`src/rtl/shared_timebase.sv`:
```
module shared_timebase #(
  parameter int WIDTH = 16
) (
  input  logic             clk,
  input  logic             rst_n,
  input  logic             run_en,
  input  logic [1:0]       src_sel,
  input  logic             slow_core,
  input  logic             idle_stop_en,
  input  logic             cpu_idle,
  input  logic             ovf_irq_en,
  input  logic             tmr_ovf_pulse,
  input  logic             ext_cnt_in,
  input  logic             cnt_wr_en,
  input  logic [WIDTH-1:0] cnt_wr_data,
  input  logic             flag_clr,
  output logic [WIDTH-1:0] count,
  output logic             ovf_flag,
  output logic             irq
);
  localparam int DIV_FAST = 6;
  localparam int DIV_SLOW = 12;
  localparam int DW = $clog2(DIV_SLOW);

  logic [DW-1:0] div_cnt;
  logic [DW-1:0] div_last;
  logic [2:0]    ext_sync;
  logic          active, tick_slow, tick_fast, ext_fall, tick, inc, wrap;

  assign div_last  = slow_core ? DW'(DIV_SLOW - 1) : DW'(DIV_FAST - 1);
  assign active    = run_en & ~(idle_stop_en & cpu_idle);
  assign tick_slow = (div_cnt >= div_last);
  assign tick_fast = slow_core ? (div_cnt[1:0] == 2'd3) : div_cnt[0];
  assign ext_fall  = ext_sync[2] & ~ext_sync[1];

  always_comb begin
    case (src_sel)
      2'b00:   tick = tick_slow;
      2'b01:   tick = tick_fast;
      2'b10:   tick = tmr_ovf_pulse;
      default: tick = ext_fall;
    endcase
  end

  assign inc  = active & tick;
  assign wrap = inc & (&count) & ~cnt_wr_en;
  assign irq  = ovf_flag & ovf_irq_en;

  always_ff @(posedge clk) begin
    if (!rst_n || !run_en)
      div_cnt <= '0;
    else if (active)
      div_cnt <= tick_slow ? '0 : div_cnt + 1'b1;
  end

  always_ff @(posedge clk) begin
    if (!rst_n) ext_sync <= '0;
    else        ext_sync <= {ext_sync[1:0], ext_cnt_in};
  end

  always_ff @(posedge clk) begin
    if (!rst_n)         count <= '0;
    else if (cnt_wr_en) count <= cnt_wr_data;
    else if (inc)       count <= count + 1'b1;
  end

  always_ff @(posedge clk) begin
    if (!rst_n)        ovf_flag <= 1'b0;
    else if (wrap)     ovf_flag <= 1'b1;
    else if (flag_clr) ovf_flag <= 1'b0;
  end

  AST_HOLD_STOPPED: assert property (@(posedge clk) disable iff (!rst_n)
    (!run_en && !cnt_wr_en) |=> $stable(count));
  AST_IDLE_FREEZE: assert property (@(posedge clk) disable iff (!rst_n)
    (idle_stop_en && cpu_idle && !cnt_wr_en) |=> $stable(count));
  AST_FLAG_STICKY: assert property (@(posedge clk) disable iff (!rst_n)
    (ovf_flag && !flag_clr) |=> ovf_flag);
  AST_WRAP_FLAGS: assert property (@(posedge clk) disable iff (!rst_n)
    (!cnt_wr_en && (&count)) |=> (count != '0 || ovf_flag));
  AST_LOAD_WINS: assert property (@(posedge clk) disable iff (!rst_n)
    cnt_wr_en |=> (count == $past(cnt_wr_data)));
  AST_STEP_ONE: assert property (@(posedge clk) disable iff (!rst_n)
    !cnt_wr_en |=> (count == $past(count) || count == $past(count) + WIDTH'(1)));
endmodule

```
`config.mk`:
```
export PLATFORM = sky130hd
export DESIGN_NAME = shared_timebase
export DESIGN_NICKNAME = d
export VERILOG_FILES = /design/src/rtl/shared_timebase.sv
export SDC_FILE = /design/constraint.sdc
export NUM_CORES = 1
export LEC_CHECK = 0
export CORE_ASPECT_RATIO = 0.9
export CORE_MARGIN = 4
export CORE_UTILIZATION = 46
export DETAILED_ROUTE_END_ITERATION = 8
export GPL_ROUTABILITY_DRIVEN = 0
export PLACE_DENSITY = 0.8
export REMOVE_ABC_BUFFERS = 1
export SYNTH_ARGS = -nofsm -noshare
export SYNTH_HDL_FRONTEND = slang
export SYNTH_SLANG_ARGS = --single-unit
```
`constraint.sdc`:
```
create_clock -name clk -period 2.95 [get_ports clk]
set_input_delay 0.4425 -clock clk [delete_from_list [all_inputs] [get_ports clk]]
set_output_delay 0.4425 -clock clk [all_outputs]
set_load 0.01 [all_outputs]
```
# Yosys cells after proc, flatten, opt, wreduce, memory -nomap -nowiden
# Index checks and enable logic that the tools add are counted.
# classes
n_div	0
n_lt_le_gt_ge	1
bitwise	10
n_eq_ne	3
reduce_logical	7
addsub	2
muxes	8
shift	0
mul	0
# op_table
op	count
16-bit 2-to-1 mux	2
16-bit by 1-bit adder with 16-bit output, second input constant	1
16-bit AND reduction	1
4-bit 2-to-1 mux	2
1-bit bitwise AND	7
4-bit by 1-bit adder with 4-bit output, second input constant	1
2-bit equality test, second input constant	2
4-bit greater-or-equal comparator	1
2-bit nonzero test	2
1-bit 2-to-1 mux	3
1-bit inverter	3
1-bit one-hot mux with 3 select lines	1
2-bit by 1-bit equality test with 1-bit output, second input constant	1
1-bit zero test	2
2-bit zero test	1
1-bit logical OR	1
# totals
wordCells	35
latchBits	0
register_bits	24
n_memories	0
input_bits	29
mem_bits_rw	0
output_inout_bits	18
rom_bits	0

# Longest topological paths before layout
# Gate-level depths: netlist of the first run.
# depth
ltp_word	7
ltp_mapped	8
ltp_nobuf	7

# Worst setup path after synthesis of the first run
# Ideal clock, no wire load.
# synth_path
kind	input-to-reg
startpoint	input slow_core
endpoint	register count[4]
setup_time_ns	0.122
arrival_time_ns	2.117
t_required_ns	2.828
n_path_buf	1
setup_slack_ns	0.712
cell_stages	8
path_cell_list	inv_1 -> ha_1 -> a2111oi_1 -> o21ai_1 -> and4_4 -> buf_6 -> and3b_1 -> o311a_1
# synth_between
elab_chain_len	5
word_cells_on_any_way	6
cone_classes	1 x order compare; 3 x mux; 1 x bitwise; 1 x reduce/logical
# synth_rtl
item	line	source
start, declared	8	input logic slow_core,
4-bit 2-to-1 mux	30	assign div_last = slow_core ? DW'(DIV_SLOW - 1) : DW'(DIV_FAST - 1);
4-bit greater-or-equal comparator	32	assign tick_slow = (div_cnt >= div_last);
1-bit one-hot mux with 3 select lines *	37	case (src_sel)
1-bit bitwise AND *	45	assign inc = active & tick;
2-bit nonzero test (no source line) *	n/a	
end signal, assigned	63	else if (cnt_wr_en) count <= cnt_wr_data;
end signal, assigned	64	else if (inc) count <= count + 1'b1;
end, declared	17	output logic [WIDTH-1:0] count,
# Mark *: on every way between the ends. The rest lies on a longest branch, timed or not.
# A chain may end at the register's enable or synchronous reset.

# Worst setup path in the final report of the first run
# Ends and elaborated chain as after synthesis.

==> results.json, run 1 <==
{
  "grt_pass1_wl_um": 6134,
  "crit_end": "count[4]",
  "crit_fanout": 6,
  "outcome": "complete, no violations",
  "rr_worst_depth": 6,
  "arrival_ps": 2760,
  "cts_resized": 0,
  "instances_no_fill": 256,
  "crit_type": "in -> reg",
  "layout_setup_ws_ps": 418.5,
  "drv_cap": 0,
  "drt-vias-per-instance": 5.754,
  "fin_nets": 250,
  "ys_seq_elements": 24,
  "layout_commonest_cell": "clkdlybuf4s50_1",
  "critPathRequiredTime_ps": 3180,
  "die_w_um": 67.29,
  "preCtsSetupSlack_ps": 60.21,
  "regToRegSetupSlack_ps": 830,
  "layout_min_cycle_time_ps": 2532,
  "routed_wl_um": 3728,
  "most-common-layout-cells": "46 x clkdlybuf4s50_1, 24 x dfxtp_1, 15 x o21ai_0",
  "hold_path_class": "reg -> reg",
  "syn2layout_area_growth_pct": 34.74,
  "groute.usage.overall": 0.1919,
  "fin_setup_tns_ps": 0,
  "die_h_um": 61.36,
  "synthCells": 171,
  "floorplan.initialDensity": 0.4782,
  "htreeDepth": 1,
  "clockRootBuffer": "clkbuf_4",
  "max_freq_ghz": 0.3950,
  "postCtsSetupRepairBufs": 0,
  "rsz0062_at_grt": "false",
  "holdBufCountCts": 0,
  "ir_drop_uv": 234.7,
  "antenna_found_initial": 0,
  "synth_cell_type_count": 40,
  "dr_total_vias": 1473,
  "start_kind": "input port",
  "power.density_nw_per_um2": 340.4,
  "die_area_um2": 4128,
  "rows": 19,
  "fin_crit_sh": 0.8581,
  "grt.overflow.total": 0,
  "hpwl_um": 2886,
  "worstReg2RegStart": "div_cnt[3]",
  "fin_skew_ps": 10.32,
  "clk_path_buf_depth": 2,
  "core_area_um2": 3043,
  "worst_pin_slew_ps": 645.9,
  "synth.cell_area_um2": 1455,
  "grt_pass1_vias": 1413,
  "syn_avg_cell_area_um2": 8.510,
  "synth_warnings": 0,
  "drt_iter0_drc": 96,
  "placed_cells": 253,
  "cts_sinks": 24,
  "leakage_nw": 0.7275,
  "maxSlewViolCount": 0,
  "cp-end-kind": "register",
  "fill_cells": 289,
  "final-setup-viol-count": 0,
  "post_drt_wl_per_cell_um": 14.56,
  "ant_nets": 0,
  "drc": 0,
  "seq_area_frac_synth": 0.3302,
  "ios": 47,
  "grt_max_degree": 21,
  "insertion_delay_ps": 320,
  "hold_violations": 0,
  "cts_tree": "done",
  "numCtsBuffers": 3,
  "diodes": 0,
  "port_buffers": 46,
  "slew_headroom": 0.5626,
  "clk_pin_slew_ps": 130,
  "r2r-end": "count[4]",
  "first_pass_iters": 4,
  "drive_gt1_frac": 0.04206,
  "crit_path_start": "slow_core"
}
worst min-delay path by stage:
stage | startpoint | end | slack, ps | cells past startpoint
floorplan | ext_sync[0] | ext_sync[1] | 410 | 1
detailed placement | ext_sync[0] | ext_sync[1] | 420 | 1
CTS | ext_sync[0] | ext_sync[1] | 450 | 1
finish | ext_sync[0] | ext_sync[1] | 450 | 1
global route | ext_sync[0] | ext_sync[1] | 460 | 1
global placement | ext_sync[0] | ext_sync[1] | 410 | 1
flip-flops by register name (all words and copies together), names as in the netlist:
| register | count |
|---|---|
| ovf_flag | 1 |
| div_cnt | 4 |
| count | 16 |
| ext_sync | 3 |
Yosys cell counts:
cell       count  area, um2
nor3_1         4      20.02
mux2i_1        1      10.01
a311oi_1       1      8.760
a21boi_0       2      15.01
inv_1          6      22.52
or3_1          1      6.260
a31oi_1        4      25.02
ha_1           5      62.56
and2_1        10      62.56
xnor2_1        6      52.55
nor2b_1        1      6.260
o21ai_0       15      75.07
nand2_1        9      33.78
and4_4         2      22.52
a21oi_1       12      60.06
o31a_1         2      17.52
o311ai_1       1      8.760
nand4b_1       2      17.52
a21boi_1       2      15.01
nand3_1        7      35.03
nor2_1         2      7.510
a211oi_1       1      7.510
nor4_1         6      37.54
o211ai_1       1      7.510
dfxtp_1       24      480.5
buf_6          2      22.52
nand3b_1       1      7.510
o311a_4        1      21.27
o21ai_1        1      5.000
mux2_4         1      15.01
a2111oi_1      1      10.01
nor4b_1        1      8.760
nand2b_1       7      43.79
and3_1         5      31.28
clkbuf_1       6      22.52
nand4_1        5      31.28
and3b_1        1      8.760
and4_1         6      52.55
a21o_1         1      7.510
o311a_1        5      50.05
layer usage:
metal  GRT usage  vias up  part of all wire
li1            -      742                 -
met1      0.2453      696              0.46
met2      0.3403       30              0.50
met3     0.02190        5             0.027
met4     0.06069        0             0.015
met5           0        -                 0
per-stage QoR:
step	area, um2	utilization	hold WS, ps	total power, mW
after floorplan	1410	-	411.8	0.4331
after global placement	1938	0.6369	412.8	0.5240
after detailed placement	1938	0.6369	416.9	0.5284
after CTS	1961	0.6443	446.6	0.6709
after global routing	1961	0.6443	458.9	0.7003
final	1961	0.6443	445.6	0.6674
layout make-up:
| type | instances | area [um2] | share of cell area |
|---|---|---|---|
| Clock buffer | 3 | 22.52 | 0.01149 |
| Multi-Input combinational cell | 133 | 907.1 | 0.4627 |
| Timing Repair Buffer | 48 | 475.5 | 0.2425 |
| Sequential cell | 24 | 480.5 | 0.2451 |
| Inverter | 6 | 22.52 | 0.01149 |
| Tap cell | 42 | 52.55 | 0.02680 |
cells by family after synthesis:
family,Yosys count,synth area share
DFF,24,0.3302
and+or+nand+nor,70,0.2975
buffers and inverters,14,0.04643
adders and majority gates,5,0.04299
AOI/OAI and AO/OA,50,0.2296
xor gates and xnor gates,6,0.03611
muxes,2,0.01719
worst max-delay path: stages:
cell,delay (ps)
clkdlybuf4s50_1,530
inv_1,80
ha_1,340
a2111oi_1,420
o21ai_1,190
and4_4,260
and3b_1,190
o311a_1,310
power breakdown:
part	total, mW	internal [mW]	switching, mW
Clock	0.145	0.0478	0.0974
Combinational	0.158	0.0928	0.0649
Sequential	0.364	0.343	0.0215
No activity file was read; power rests on OpenSTA's default activity.
==> inputs of run 2 (changes only) <==
--- a/config.mk
+++ b/config.mk
@@ -5,6 +5,7 @@
 export SDC_FILE = /design/constraint.sdc
 export NUM_CORES = 1
 export LEC_CHECK = 0
+export ABC_CLOCK_PERIOD_IN_PS = 2950
 export CORE_ASPECT_RATIO = 0.9
 export CORE_MARGIN = 4
 export CORE_UTILIZATION = 46
==> results of run 2 <==
No change in the layout: final DEF, timing and power equal those of run 1.
==> inputs of run 3 (changes only) <==
--- a/config.mk
+++ b/config.mk
@@ -11,7 +11,7 @@
 export CORE_UTILIZATION = 46
 export DETAILED_ROUTE_END_ITERATION = 8
 export GPL_ROUTABILITY_DRIVEN = 0
-export PLACE_DENSITY = 0.8
+export PLACE_DENSITY = 0.9
 export REMOVE_ABC_BUFFERS = 1
 export SYNTH_ARGS = -nofsm -noshare
 export SYNTH_HDL_FRONTEND = slang
==> results.json, run 3 (same netlist as run 1, synthesis figures left out) <==
{
  "fin_nets": 249,
  "seq_power_share": 0.526,
  "die_w_um": 67.29,
  "outcome": "complete, no violations",
  "ant_nets": 0,
  "fin_area_um2": 1967,
  "die_h_um": 61.36,
  "maxSlewViolCount": 0,
  "drv_cap": 0,
  "clk_pin_slew_ps": 130,
  "diodes": 0,
  "hpwl_um": 2702,
  "regToRegSetupSlack_ps": 830,
  "pwr-share-clk": 0.248,
  "drive_gt1_frac": 0.04206,
  "fin_skew_ps": 0.6608,
  "grt.overflow.total": 0,
  "largest_register_ffs": 16,
  "dpl_cell_area_um2": 1931,
  "core_area_um2": 3043,
  "instances_no_fill": 256,
  "clk_path_buf_depth": 2,
  "worstPathCellList": "clkdlybuf4s50_1, inv_1, ha_1, a2111oi_1, o21ai_1, and4_4, and3b_1, o311a_1",
  "finalPower_mw": 0.6922,
  "hold_path_class": "reg -> reg",
  "netSwitchingPower_mw": 0.1816,
  "postCtsSetupRepairBufs": 0,
  "fin_setup_tns_ps": 0,
  "ios": 47,
  "crit_type": "in -> reg",
  "clockRootBuffer": "clkbuf_4",
  "top_regs": "count (16), div_cnt (4), ext_sync (3)",
  "min_delay_path_depth": 1,
  "start_kind": "input port",
  "placed_cells": 252,
  "leakage_nw": 0.7299,
  "first_pass_iters": 4,
  "grt_pass1_vias": 1346,
  "slew_headroom": 0.5015,
  "routed_wl_um": 3554,
  "layout_commonest_cell": "clkdlybuf4s50_1",
  "holdBufCountCts": 0,
  "fin_crit_sh": 0.8617,
  "post_drt_wl_per_cell_um": 13.88,
  "worst_pin_slew_ps": 745.3,
  "fill_cells": 293,
  "preCtsSetupSlack_ps": 85.35,
  "power.density_nw_per_um2": 351.9,
  "cts_sinks": 24,
  "cp_num_buf_inv": 2,
  "groute.usage.overall": 0.1759,
  "syn2layout_area_growth_pct": 35.17,
  "cts_tree": "done",
  "max_freq_ghz": 0.3934,
  "htreeDepth": 1,
  "insertion_delay_ps": 310,
  "critPathRequiredTime_ps": 3160,
  "ir_drop_uv": 269.8,
  "hold_violations": 0,
  "cp-end-kind": "register",
  "critPathSlowestCell": "clkdlybuf4s50_1",
  "hold_ws_ps": 464.0,
  "crit_path_max_incr_delay_ps": 540,
  "layout_min_cycle_time_ps": 2542,
  "drc": 0,
  "die_area_um2": 4128,
  "rsz0062_at_grt": "false",
  "antenna_found_initial": 0,
  "port_buffers": 46,
  "drt_iter0_drc": 81,
  "cts_resized": 0,
  "sw_frac_of_total": 0.2623,
  "drt-vias-per-instance": 5.609,
  "final_util": 0.6464,
  "rr_worst_depth": 6,
  "cp.depth": 8,
  "cp_top_family": "compound AO/OA/AOI/OAI gates",
  "crit_fanout": 6,
  "top_register": "count",
  "rows": 19,
  "most-common-layout-cells": "46 x clkdlybuf4s50_1, 24 x dfxtp_1, 15 x o21ai_0",
  "floorplan.initialDensity": 0.4782,
  "numCtsBuffers": 3,
  "p_int_mw": 0.5106,
  "grt_max_degree": 24,
  "p_comb_frac": 0.226,
  "layout_setup_ws_ps": 408.1,
  "dr_total_vias": 1436,
  "arrival_ps": 2750,
  "final-setup-viol-count": 0,
  "grt_pass1_wl_um": 5664
}
-- run 3: changes by cell type in the layout (fill, tap and decap cells not counted) --
cell / change
buf_4: -1
clkbuf_8: +1
-- run 3: cell type report --
type,instances,area [um2],share of cell area
clock buffers,4,36.28,0.01845
inverters,6,22.52,0.01145
multi-input cells,133,907.1,0.4612
flip-flops and latches,24,480.5,0.2443
well taps,42,52.55,0.02672
repair buffers,47,467.9,0.2379
-- run 3: power by group through the flow --
stage	sequential (mW)	combinational, mW	clock (mW)
final	0.364	0.156	0.172
after global routing	0.368	0.170	0.190
after CTS	0.364	0.157	0.179
after detailed placement	0.371	0.156	0
after global placement	0.371	0.152	0
after floorplan	0.374	0.0590	0
-- run 3: final timing paths --
kind	start	endpoint
max	slow_core	count[4]
min	ext_sync[1]	ext_sync[2]
max reg2reg	div_cnt[3]	count[4]
min reg2reg	ext_sync[1]	ext_sync[2]
-- run 3: metal layers --
| layer | wire, um | up-vias | global-route usage |
|---|---|---|---|
| li1 | - | 737 | - |
| met1 | 1696 | 654 | 0.2216 |
| met5 | 0 | - | 0 |
| met3 | 184 | 2 | 0.04197 |
| met4 | 32 | 0 | 0.03757 |
| met2 | 1641 | 43 | 0.3081 |
